### src/rtl/blit_pkg.sv
package blit_pkg;
  // strobes from control to datapath
  typedef struct packed {
    logic load;    // latch configuration, reset address walk
    logic issue;   // issue one source read this cycle
    logic rowEnd;  // this read is the last of its row
  } blitStrobe_t;
endpackage

### src/rtl/blit_ctrl.sv
module blit_ctrl
  import blit_pkg::*;
#(
  parameter int WW = 10,
  parameter int HW = 10
) (
  input  logic          clk,
  input  logic          rstN,
  input  logic          startReq,
  input  logic [WW-1:0] cfgWidth,
  input  logic          cfgPhase,
  input  logic [HW-1:0] cfgHeight,
  input  logic          room,
  input  logic          pending,
  input  logic          fifoEmpty,
  output logic          active,
  output blitStrobe_t   strobe
);
  logic [WW:0]   sumWords;
  logic [WW-1:0] rowWords, rowWordsLat, colCnt;
  logic [HW-1:0] rowsLat, rowCnt;
  logic          issuing, start, issue, lastCol;

  assign sumWords = ({1'b0, cfgWidth} + (WW+1)'(1) + (WW+1)'(cfgPhase)) >> 1;
  assign rowWords = sumWords[WW-1:0];
  assign start    = startReq & ~active;
  assign issue    = issuing & room;
  assign lastCol  = (colCnt == rowWordsLat - WW'(1));

  assign strobe.load   = start;
  assign strobe.issue  = issue;
  assign strobe.rowEnd = issue & lastCol;

  always_ff @(posedge clk) begin
    if (!rstN) begin
      active      <= 1'b0;
      issuing     <= 1'b0;
      rowWordsLat <= '0;
      rowsLat     <= '0;
      colCnt      <= '0;
      rowCnt      <= '0;
    end else if (start) begin
      active      <= 1'b1;
      rowWordsLat <= rowWords;
      rowsLat     <= cfgHeight;
      colCnt      <= '0;
      rowCnt      <= '0;
      issuing     <= (rowWords != '0) && (cfgHeight != '0);
    end else begin
      if (issue) begin
        if (lastCol) begin
          colCnt <= '0;
          if (rowCnt == rowsLat - HW'(1)) issuing <= 1'b0;
          else                            rowCnt  <= rowCnt + HW'(1);
        end else begin
          colCnt <= colCnt + WW'(1);
        end
      end
      if (active && !issuing && !pending && fifoEmpty) active <= 1'b0;
    end
  end
endmodule

### src/rtl/blit_datapath.sv
module blit_datapath
  import blit_pkg::*;
#(
  parameter int AW    = 16,
  parameter int DW    = 16,
  parameter int DEPTH = 16,
  localparam int PW   = $clog2(DEPTH),
  localparam int CW   = PW + 1
) (
  input  logic          clk,
  input  logic          rstN,
  input  blitStrobe_t   strobe,
  input  logic [AW-1:0] cfgSrcBase,
  input  logic [AW-1:0] cfgOffset,
  input  logic          linSel,
  input  logic [DW-1:0] memRdData,
  input  logic          popEn,
  output logic          memRdEn,
  output logic [AW-1:0] memAddr,
  output logic [DW-1:0] popData,
  output logic          room,
  output logic          pending,
  output logic [CW-1:0] fifoCount,
  output logic          notEmpty,
  output logic          halfFull,
  output logic          full
);
  logic [AW-1:0] addr, rowBase, offLat;
  logic          linLat;
  logic [DW-1:0] store [DEPTH];
  logic [PW-1:0] wrPtr, rdPtr;
  logic          push, pop;

  assign memRdEn  = strobe.issue;
  assign memAddr  = addr;
  assign push     = pending;
  assign pop      = popEn && (fifoCount != '0);
  assign room     = ((CW+1)'(fifoCount) + (CW+1)'(pending)) < (CW+1)'(DEPTH);
  assign notEmpty = (fifoCount != '0);
  assign halfFull = (fifoCount >= CW'(DEPTH / 2));
  assign full     = (fifoCount == CW'(DEPTH));
  assign popData  = notEmpty ? store[rdPtr] : '0;

  // address walk
  always_ff @(posedge clk) begin
    if (!rstN) begin
      addr    <= '0;
      rowBase <= '0;
      offLat  <= '0;
      linLat  <= 1'b0;
      pending <= 1'b0;
    end else begin
      pending <= strobe.issue;
      if (strobe.load) begin
        addr    <= cfgSrcBase;
        rowBase <= cfgSrcBase;
        offLat  <= cfgOffset;
        linLat  <= linSel;
      end else if (strobe.issue) begin
        if (strobe.rowEnd && !linLat) begin
          addr    <= rowBase + offLat;
          rowBase <= rowBase + offLat;
        end else begin
          addr <= addr + AW'(1);
        end
      end
    end
  end

  // FIFO storage
  always_ff @(posedge clk) begin
    if (push) store[wrPtr] <= memRdData;
  end

  always_ff @(posedge clk) begin
    if (!rstN) begin
      wrPtr     <= '0;
      rdPtr     <= '0;
      fifoCount <= '0;
    end else begin
      if (push) wrPtr <= wrPtr + PW'(1);
      if (pop)  rdPtr <= rdPtr + PW'(1);
      fifoCount <= fifoCount + CW'(push) - CW'(pop);
    end
  end
endmodule

### src/rtl/blit_readback_ctrl.sv
module blit_readback_ctrl
  import blit_pkg::*;
#(
  parameter int WW    = 10,
  parameter int HW    = 10,
  parameter int AW    = 16,
  parameter int DW    = 16,
  parameter int DEPTH = 16,
  localparam int CW   = $clog2(DEPTH) + 1
) (
  input  logic          clk,
  input  logic          rstN,
  input  logic [WW-1:0] cfgWidth,
  input  logic [HW-1:0] cfgHeight,
  input  logic          cfgPhase,
  input  logic [AW-1:0] cfgOffset,
  input  logic [AW-1:0] cfgSrcBase,
  input  logic          ctrlWrEn,
  input  logic [7:0]    ctrlWrData,
  output logic [7:0]    statusOut,
  input  logic          popEn,
  output logic [DW-1:0] popData,
  output logic          memRdEn,
  output logic [AW-1:0] memAddr,
  input  logic [DW-1:0] memRdData
);
  blitStrobe_t   strobe;
  logic          active, room, pending, notEmpty, halfFull, full;
  logic [CW-1:0] fifoCount;
  logic          unusedCtrlBits;

  assign unusedCtrlBits = ^ctrlWrData[6:1];
  assign statusOut = {active, full, halfFull, notEmpty, 4'b0000};

  blit_ctrl #(.WW(WW), .HW(HW)) u_ctrl (
    .clk(clk), .rstN(rstN),
    .startReq(ctrlWrEn & ctrlWrData[7]),
    .cfgWidth(cfgWidth), .cfgPhase(cfgPhase), .cfgHeight(cfgHeight),
    .room(room), .pending(pending), .fifoEmpty(!notEmpty),
    .active(active), .strobe(strobe)
  );

  blit_datapath #(.AW(AW), .DW(DW), .DEPTH(DEPTH)) u_dp (
    .clk(clk), .rstN(rstN), .strobe(strobe),
    .cfgSrcBase(cfgSrcBase), .cfgOffset(cfgOffset), .linSel(ctrlWrData[0]),
    .memRdData(memRdData), .popEn(popEn),
    .memRdEn(memRdEn), .memAddr(memAddr), .popData(popData),
    .room(room), .pending(pending), .fifoCount(fifoCount),
    .notEmpty(notEmpty), .halfFull(halfFull), .full(full)
  );
endmodule

### config.mk
export PLATFORM = sky130hd
export DESIGN_NAME = blit_readback_ctrl
export DESIGN_NICKNAME = d
export VERILOG_FILES = /design/src/rtl/blit_pkg.sv /design/src/rtl/blit_ctrl.sv /design/src/rtl/blit_datapath.sv /design/src/rtl/blit_readback_ctrl.sv
export SDC_FILE = /design/constraint.sdc
export NUM_CORES = 1
export LEC_CHECK = 0
export CORE_MARGIN = 1
export CORE_UTILIZATION = 35
export CTS_CLUSTER_DIAMETER = 120
export CTS_CLUSTER_SIZE = 28
export DETAILED_ROUTE_END_ITERATION = 12
export MAX_ROUTING_LAYER = met4
export SLEW_MARGIN = 20
export SYNTH_ARGS = -nofsm -noshare
export SYNTH_HDL_FRONTEND = slang
export SYNTH_SLANG_ARGS = --single-unit
export TNS_END_PERCENT = 20
### constraint.sdc
create_clock -name clk -period 4.2 [get_ports clk]
set_input_delay 0.84 -clock clk [delete_from_list [all_inputs] [get_ports clk]]
set_output_delay 0.84 -clock clk [all_outputs]
set_load 0.02 [all_outputs]
After elaboration in Yosys (flattened, before gate mapping)
Memory sizes are Yosys's and may differ from the RTL's. A register that Yosys moved wholly into a read port is not among the register bits.
Cells that the tools add are included.

storage, ports and cells
  bits in writable memories = 256
  memories = 1
  flip-flop bits (word level) = 105
  latch bits = 0
  bits in read-only memories = 0
  output and inout port bits = 41

operators by class
  bitwise gates (word level) = 7
  $mul = 0
  order comparisons = 2
  shifts and indexed selects = 0
  reduce and logical (&&, ||, !) cells = 22
  add/subtract/negate cells = 13
  eq/ne operators = 3
  multiplexer cells = 18
  div/mod/pow operators = 0

memories
  memory      depth  width  read ports  clocked after memory_dff  write ports  RTL line             source
  u_dp.store  16     16     1           1                         1            blit_datapath.sv:30  logic [DW-1:0] store [DEPTH];

operator list
  operator                                                                              number
  16-bit two-way mux                                                                    7
  10-bit by 1-bit adder with 10-bit output (second input constant)                      2
  10-bit == test                                                                        2
  10-bit nonzero test                                                                   2
  10-bit by 1-bit subtractor with 10-bit output (second input constant)                 2
  16-bit by 1-bit adder with 16-bit output (second input constant)                      1
  16-bit adder                                                                          1
  10-bit by 1-bit adder with 11-bit output (second input constant)                      1
  11-bit by 1-bit adder with 11-bit output                                              1
  10-bit two-way mux                                                                    1
  2-bit nonzero test                                                                    5
  4-bit by 1-bit adder with 4-bit output (second input constant)                        2
  1-bit two-way mux                                                                     8
  4-bit two-way mux                                                                     2
  5-bit by 1-bit adder with 6-bit output                                                1
  1-bit logical AND                                                                     6
  6-bit by 5-bit less-than comparator with 1-bit output (second input constant)         1
  3-bit AND reduction                                                                   2
  5-bit by 1-bit adder with 5-bit output                                                1
  5-bit == test (second input constant)                                                 1
  5-bit by 4-bit greater-or-equal comparator with 1-bit output (second input constant)  1
  5-bit nonzero test                                                                    1
  5-bit by 1-bit subtractor with 5-bit output                                           1
  1-bit AND                                                                             4
  other kinds (4)                                                                       9

Longest topological paths before layout
  depth after elaboration = 8
  depth in mapped cells = 13

Modules after synthesis
Synthesis repeated with hierarchy kept, for this count alone.

unflattened totals
  cell total of the unflattened synthesis = 1,248
  area total of the unflattened synthesis = 16,788.6 sq um

by module, submodules not included
  module              instances  sequential area each (sq um)  area an instance (sq um)  cells each
  blit_datapath       1          9,028.7                       13,855.8                  880
  blit_ctrl           1          840.8                         2,859.0                   357
  blit_readback_ctrl  1          0.0                           73.8                      11

Worst setup path before layout
Ideal clock, no wire load.

  path kind = flip-flop to output port
  from = register with a tool-made name
  to = output popData[0]
  setup slack = 913 ps
  cell stages (with the launch flop) = 6
  arrival = 2,447 ps
  data required time = 3,360 ps
  path through = dfxtp_1 -> clkbuf_1 -> buf_1 -> mux4_2 -> mux4_2 -> and2_1

RTL lines
  element        RTL line                  source
  end, declared  blit_readback_ctrl.sv:22  output logic [DW-1:0] popData,

==> run_summary.xml <==
<?xml version="1.0" encoding="UTF-8"?>
<metrics>
  <group name="floorplanning">
    <metric name="fp.dieArea" unit="sq mm">0.04695</metric>
    <metric name="std_cell_rows" unit="">78</metric>
    <metric name="design.portCount" unit="">122</metric>
    <metric name="die_width" unit="microns">216.7</metric>
    <metric name="initial_utilization" unit="%">35.54</metric>
    <metric name="fp.coreArea" unit="sq mm">0.04538</metric>
    <metric name="die_height" unit="microns">216.7</metric>
  </group>
  <group name="layout">
    <metric name="area_growth" unit="%">15.47</metric>
    <metric name="num-nets-final" unit="">1424</metric>
    <metric name="layout_commonest_cell" unit="">sky130_fd_sc_hd__edfxtp_1</metric>
    <metric name="drive_above_1_share" unit="%">12.17</metric>
    <metric name="utilization" unit="%">41.04</metric>
    <metric name="commonest_non_fill_non_tap_cells_in_the_layout" unit="">256 x sky130_fd_sc_hd__edfxtp_1, 123 x sky130_fd_sc_hd__nand2_1, 111 x sky130_fd_sc_hd__clkdlybuf4s50_1</metric>
  </group>
  <group name="clock_network">
    <metric name="cts.sink_count" unit="">365</metric>
    <metric name="cts.path.max_buffers" unit="">3</metric>
    <metric name="cts_root_buf" unit="">sky130_fd_sc_hd__clkbuf_16</metric>
    <metric name="clkTransAtPathRegs" unit="ns">0.11</metric>
    <metric name="cts_resized" unit="">0</metric>
    <metric name="tritoncts" unit="">done</metric>
    <metric name="ctsHoldBuffers" unit="">0</metric>
    <metric name="worst_skew_pair.late_latency" unit="ns">0.53</metric>
    <metric name="cts_inserted_buffers" unit="">17</metric>
    <metric name="cts-htree-levels" unit="">1</metric>
  </group>
  <group name="critical_path">
    <metric name="minimum_setup_slack_among_reg_to_reg_paths" unit="ns">0.69</metric>
    <metric name="max_stage_delay" unit="ns">0.54</metric>
    <metric name="worstSetupEndpointType" unit="">output pin</metric>
    <metric name="critPathTopFamily" unit="">multiplexers</metric>
    <metric name="start_kind" unit="">flip-flop</metric>
    <metric name="critical_path_required" unit="ns">3.36</metric>
    <metric name="capture_point_of_the_critical_path" unit="">popData[8]</metric>
    <metric name="crit_path_cell_trace" unit="">buf_4 -&gt; mux4_2 -&gt; mux4_2 -&gt; and2_1 -&gt; clkdlybuf4s50_1</metric>
    <metric name="crit_arrival" unit="ns">3.07</metric>
    <metric name="worstPathMaxFanout" unit="">18</metric>
    <metric name="criticalPathCategory" unit="">reg2out</metric>
    <metric name="number_of_cells_on_the_critical_path" unit="">5</metric>
    <metric name="crit_buf_inv" unit="">2</metric>
    <metric name="r2r_end" unit="">u_dp.memAddr[13]</metric>
    <metric name="cp_dominant_cell_by_count" unit="">sky130_fd_sc_hd__mux4_2</metric>
    <metric name="r2r-start" unit="">u_ctrl.rowWordsLat[0]</metric>
    <metric name="critical_path_top_delay_cell" unit="">sky130_fd_sc_hd__mux4_2</metric>
    <metric name="r2r.worst_path.cells" unit="">10</metric>
  </group>
  <group name="routing">
    <metric name="detail_route.wl_per_cell" unit="microns">18.92</metric>
    <metric name="drtIter0Drc" unit="">625</metric>
    <metric name="wirelength" unit="microns">36270</metric>
    <metric name="post-route-drc-count" unit="">0</metric>
    <metric name="detail_route.vias_per_cell" unit="">5.154</metric>
    <metric name="detailed_routing_iteration_count_for_the_pre_antenna_repair_pass" unit="">6</metric>
    <metric name="antenna_violating_nets_post_route" unit="">0</metric>
    <metric name="vias" unit="">9880</metric>
  </group>
  <group name="logic_synthesis">
    <metric name="seq_area_frac_synth" unit="%">61.19</metric>
    <metric name="ys_ff_latch" unit="">365</metric>
    <metric name="synthesis.yosys.warnings" unit="">0</metric>
    <metric name="synth.distinct_cells" unit="">68</metric>
    <metric name="synth.avg_cell_area" unit="sq um">13.54</metric>
    <metric name="post_synth_edffs" unit="">256</metric>
    <metric name="synth_cells" unit="">1191</metric>
    <metric name="most_used_flip_flop_cell_after_synthesis" unit="">sky130_fd_sc_hd__edfxtp_1</metric>
    <metric name="netlist_area" unit="sq mm">0.01613</metric>
    <metric name="ys_async_sr_fraction" unit="%">0</metric>
  </group>
  <group name="timing">
    <metric name="max_slew_margin" unit="%">27.24</metric>
    <metric name="finalHoldWorstSlack" unit="ns">0.4666</metric>
    <metric name="setup_viol" unit="">0</metric>
    <metric name="timing_hold_violations_final" unit="">0</metric>
    <metric name="max_clock_freq" unit="MHz">255.5</metric>
    <metric name="tmin_final" unit="ns">3.914</metric>
    <metric name="finalSetupTns" unit="ns">0</metric>
    <metric name="timing_worst_slew_pin_value" unit="ns">1.091</metric>
    <metric name="fin_crit_sh" unit="%">93.20</metric>
    <metric name="timing_max_transition_violations_final" unit="">0</metric>
    <metric name="finalClockSkew" unit="ns">0.02422</metric>
    <metric name="rsz0062_at_grt" unit="">no</metric>
  </group>
  <group name="run">
    <metric name="maxCapViolCount" unit="">0</metric>
  </group>
  <group name="global_routing">
    <metric name="grt_max_degree" unit="">65</metric>
    <metric name="grt_overflow_total" unit="">0</metric>
    <metric name="grt_pass1_vias" unit="">10044</metric>
    <metric name="groute.usage.overall" unit="%">15.96</metric>
    <metric name="antenna_violations_before_repair" unit="">2</metric>
    <metric name="grt_first_pass_wirelength" unit="microns">57040</metric>
  </group>
  <group name="pwr">
    <metric name="max-vdd-ir-drop" unit="uV">243.6</metric>
    <metric name="report.power.total" unit="mW">8.098</metric>
    <metric name="power.density" unit="mW/mm^2">434.8</metric>
    <metric name="p_leak" unit="nW">6.121</metric>
  </group>
  <group name="placement">
    <metric name="hpwlAfterDp" unit="microns">23340</metric>
    <metric name="gp_congestion" unit="">0.8150</metric>
    <metric name="port_buffers" unit="">111</metric>
  </group>
  <group name="run_status">
    <metric name="outcome" unit="">finished, final reports clean</metric>
  </group>
  <group name="worst_hold_path">
    <metric name="holdCritStartpoint" unit="">u_dp.rowBase[0]</metric>
    <metric name="hold_class" unit="">reg2reg</metric>
  </group>
</metrics>
how the worst min path moves through the flow:
stage	end	slack, ns	cells after the start
floorplan	u_dp.rowBase[0]	0.44	2
global placement	u_dp.rowBase[7]	0.45	2
detailed placement	u_dp.rowBase[0]	0.45	2
CTS	u_dp.rowBase[0]	0.47	2
global route	u_dp.rowBase[2]	0.49	2
finish	u_dp.rowBase[0]	0.47	2
timing repair:
item / CTS / global route
buffers inserted: 0 / 15
endpoints found under the setup margin: 0 / 1
hold endpoints to repair: 0 / 0
worst register-to-register path, cell delays in order (launching register included):
cell                       delay [ns]
sky130_fd_sc_hd__dfxtp_1         0.46
sky130_fd_sc_hd__inv_1           0.07
sky130_fd_sc_hd__ha_1            0.26
sky130_fd_sc_hd__nor3b_1         0.20
sky130_fd_sc_hd__or3_1           0.32
sky130_fd_sc_hd__a221oi_1        0.28
sky130_fd_sc_hd__nor3_1          0.15
sky130_fd_sc_hd__or4_1           0.69
sky130_fd_sc_hd__o21ai_4         0.50
sky130_fd_sc_hd__o21ai_0         0.18
sky130_fd_sc_hd__a32o_1          0.29
flip-flops by register name, indices dropped and copies added (netlist names), 4 cells and up, named ones only:
| register | count |
|---|---|
| u_dp.offLat | 16 |
| u_dp.store | 256 |
| u_ctrl.rowCnt | 10 |
| u_dp.rdPtr | 4 |
| u_ctrl.colCnt | 10 |
| u_dp.rowBase | 16 |
| u_ctrl.rowWordsLat | 10 |
| u_ctrl.rowsLat | 10 |
| u_dp.memAddr | 16 |
| u_dp.fifoCount | 5 |
| u_dp.wrPtr | 4 |
synth_stat cells (all sizes together) (5+ instances only):
library cell | count | area [sq um]
nor4 | 6 | 43.79
buf | 22 | 121.4
clkbuf | 41 | 156.4
o211ai | 5 | 37.54
nand3 | 29 | 145.1
o31ai | 6 | 45.04
a22oi | 13 | 97.59
xnor2 | 33 | 289.0
mux2i | 6 | 60.06
nor2 | 67 | 251.5
edfxtp | 256 | 7687
nand2 | 123 | 461.7
inv | 24 | 90.09
a21o | 8 | 60.06
and2 | 42 | 262.8
ha | 37 | 462.9
dfxtp | 109 | 2182
nand4 | 13 | 81.33
mux4 | 80 | 1802
xor2 | 31 | 271.5
and3 | 10 | 62.56
or3 | 13 | 81.33
a31oi | 9 | 56.30
o21ai | 36 | 191.4
a32o | 7 | 70.07
nor3 | 23 | 115.1
a21oi | 72 | 360.4
a211oi | 10 | 75.07
or4 | 5 | 41.29
metrics by stage:
step / cell area [sq um] / cells / setup slack (ns)
finish: 18620 / 1917 / 0.2857
global route: 18620 / 1917 / 0.1576
CTS: 18490 / 1899 / 0.1097
detailed placement: 17980 / 1869 / 0.6591
global placement: 17980 / 1869 / 0.6735
floorplan: 16140 / 1194 / 0.9133
routing by layer:
layer | vias to the layer above | share of wire, % | global-route usage (%) | routed length, microns
li1 | 4716 | - | - | -
met1 | 4896 | 45 | 21.30 | 16310
met2 | 241 | 49 | 26.36 | 17770
met3 | 27 | 5.0 | 2.428 | 1827
met4 | 0 | 1.0 | 2.113 | 364
met5 | - | 0 | - | 0
cell families (layout without fill, tap and decap cells):
logic type	after synthesis	in the layout	synth area share, %
flops	365	365	61.19
simple gates	355	355	10.71
compound gates	194	194	7.657
buf+inv	87	208	2.281
mux	86	86	11.54
other cells	1	6	0.02325
xor+xnor	64	64	3.475
fa+ha+maj	39	39	3.118
area by class of cell:
| class | count | area (sq um) |
|---|---|---|
| Antenna cell | 2 | 5.005 |
| Clock buffer | 27 | 462.9 |
| Multi-Input combinational cell | 742 | 5918 |
| Inverter | 24 | 90.09 |
| Fill cell | 4252 | 26760 |
| Clock inverter | 3 | 47.55 |
| Tap cell | 600 | 750.7 |
| Timing Repair Buffer | 154 | 1475 |
| Sequential cell | 365 | 9874 |
where the power goes:
part           switching, mW  internal, mW  total, mW
clock network           1.12         0.795       1.92
logic                   1.00          1.13       2.13
registers              0.118          3.93       4.05
Power figures use the tool's default switching activity.
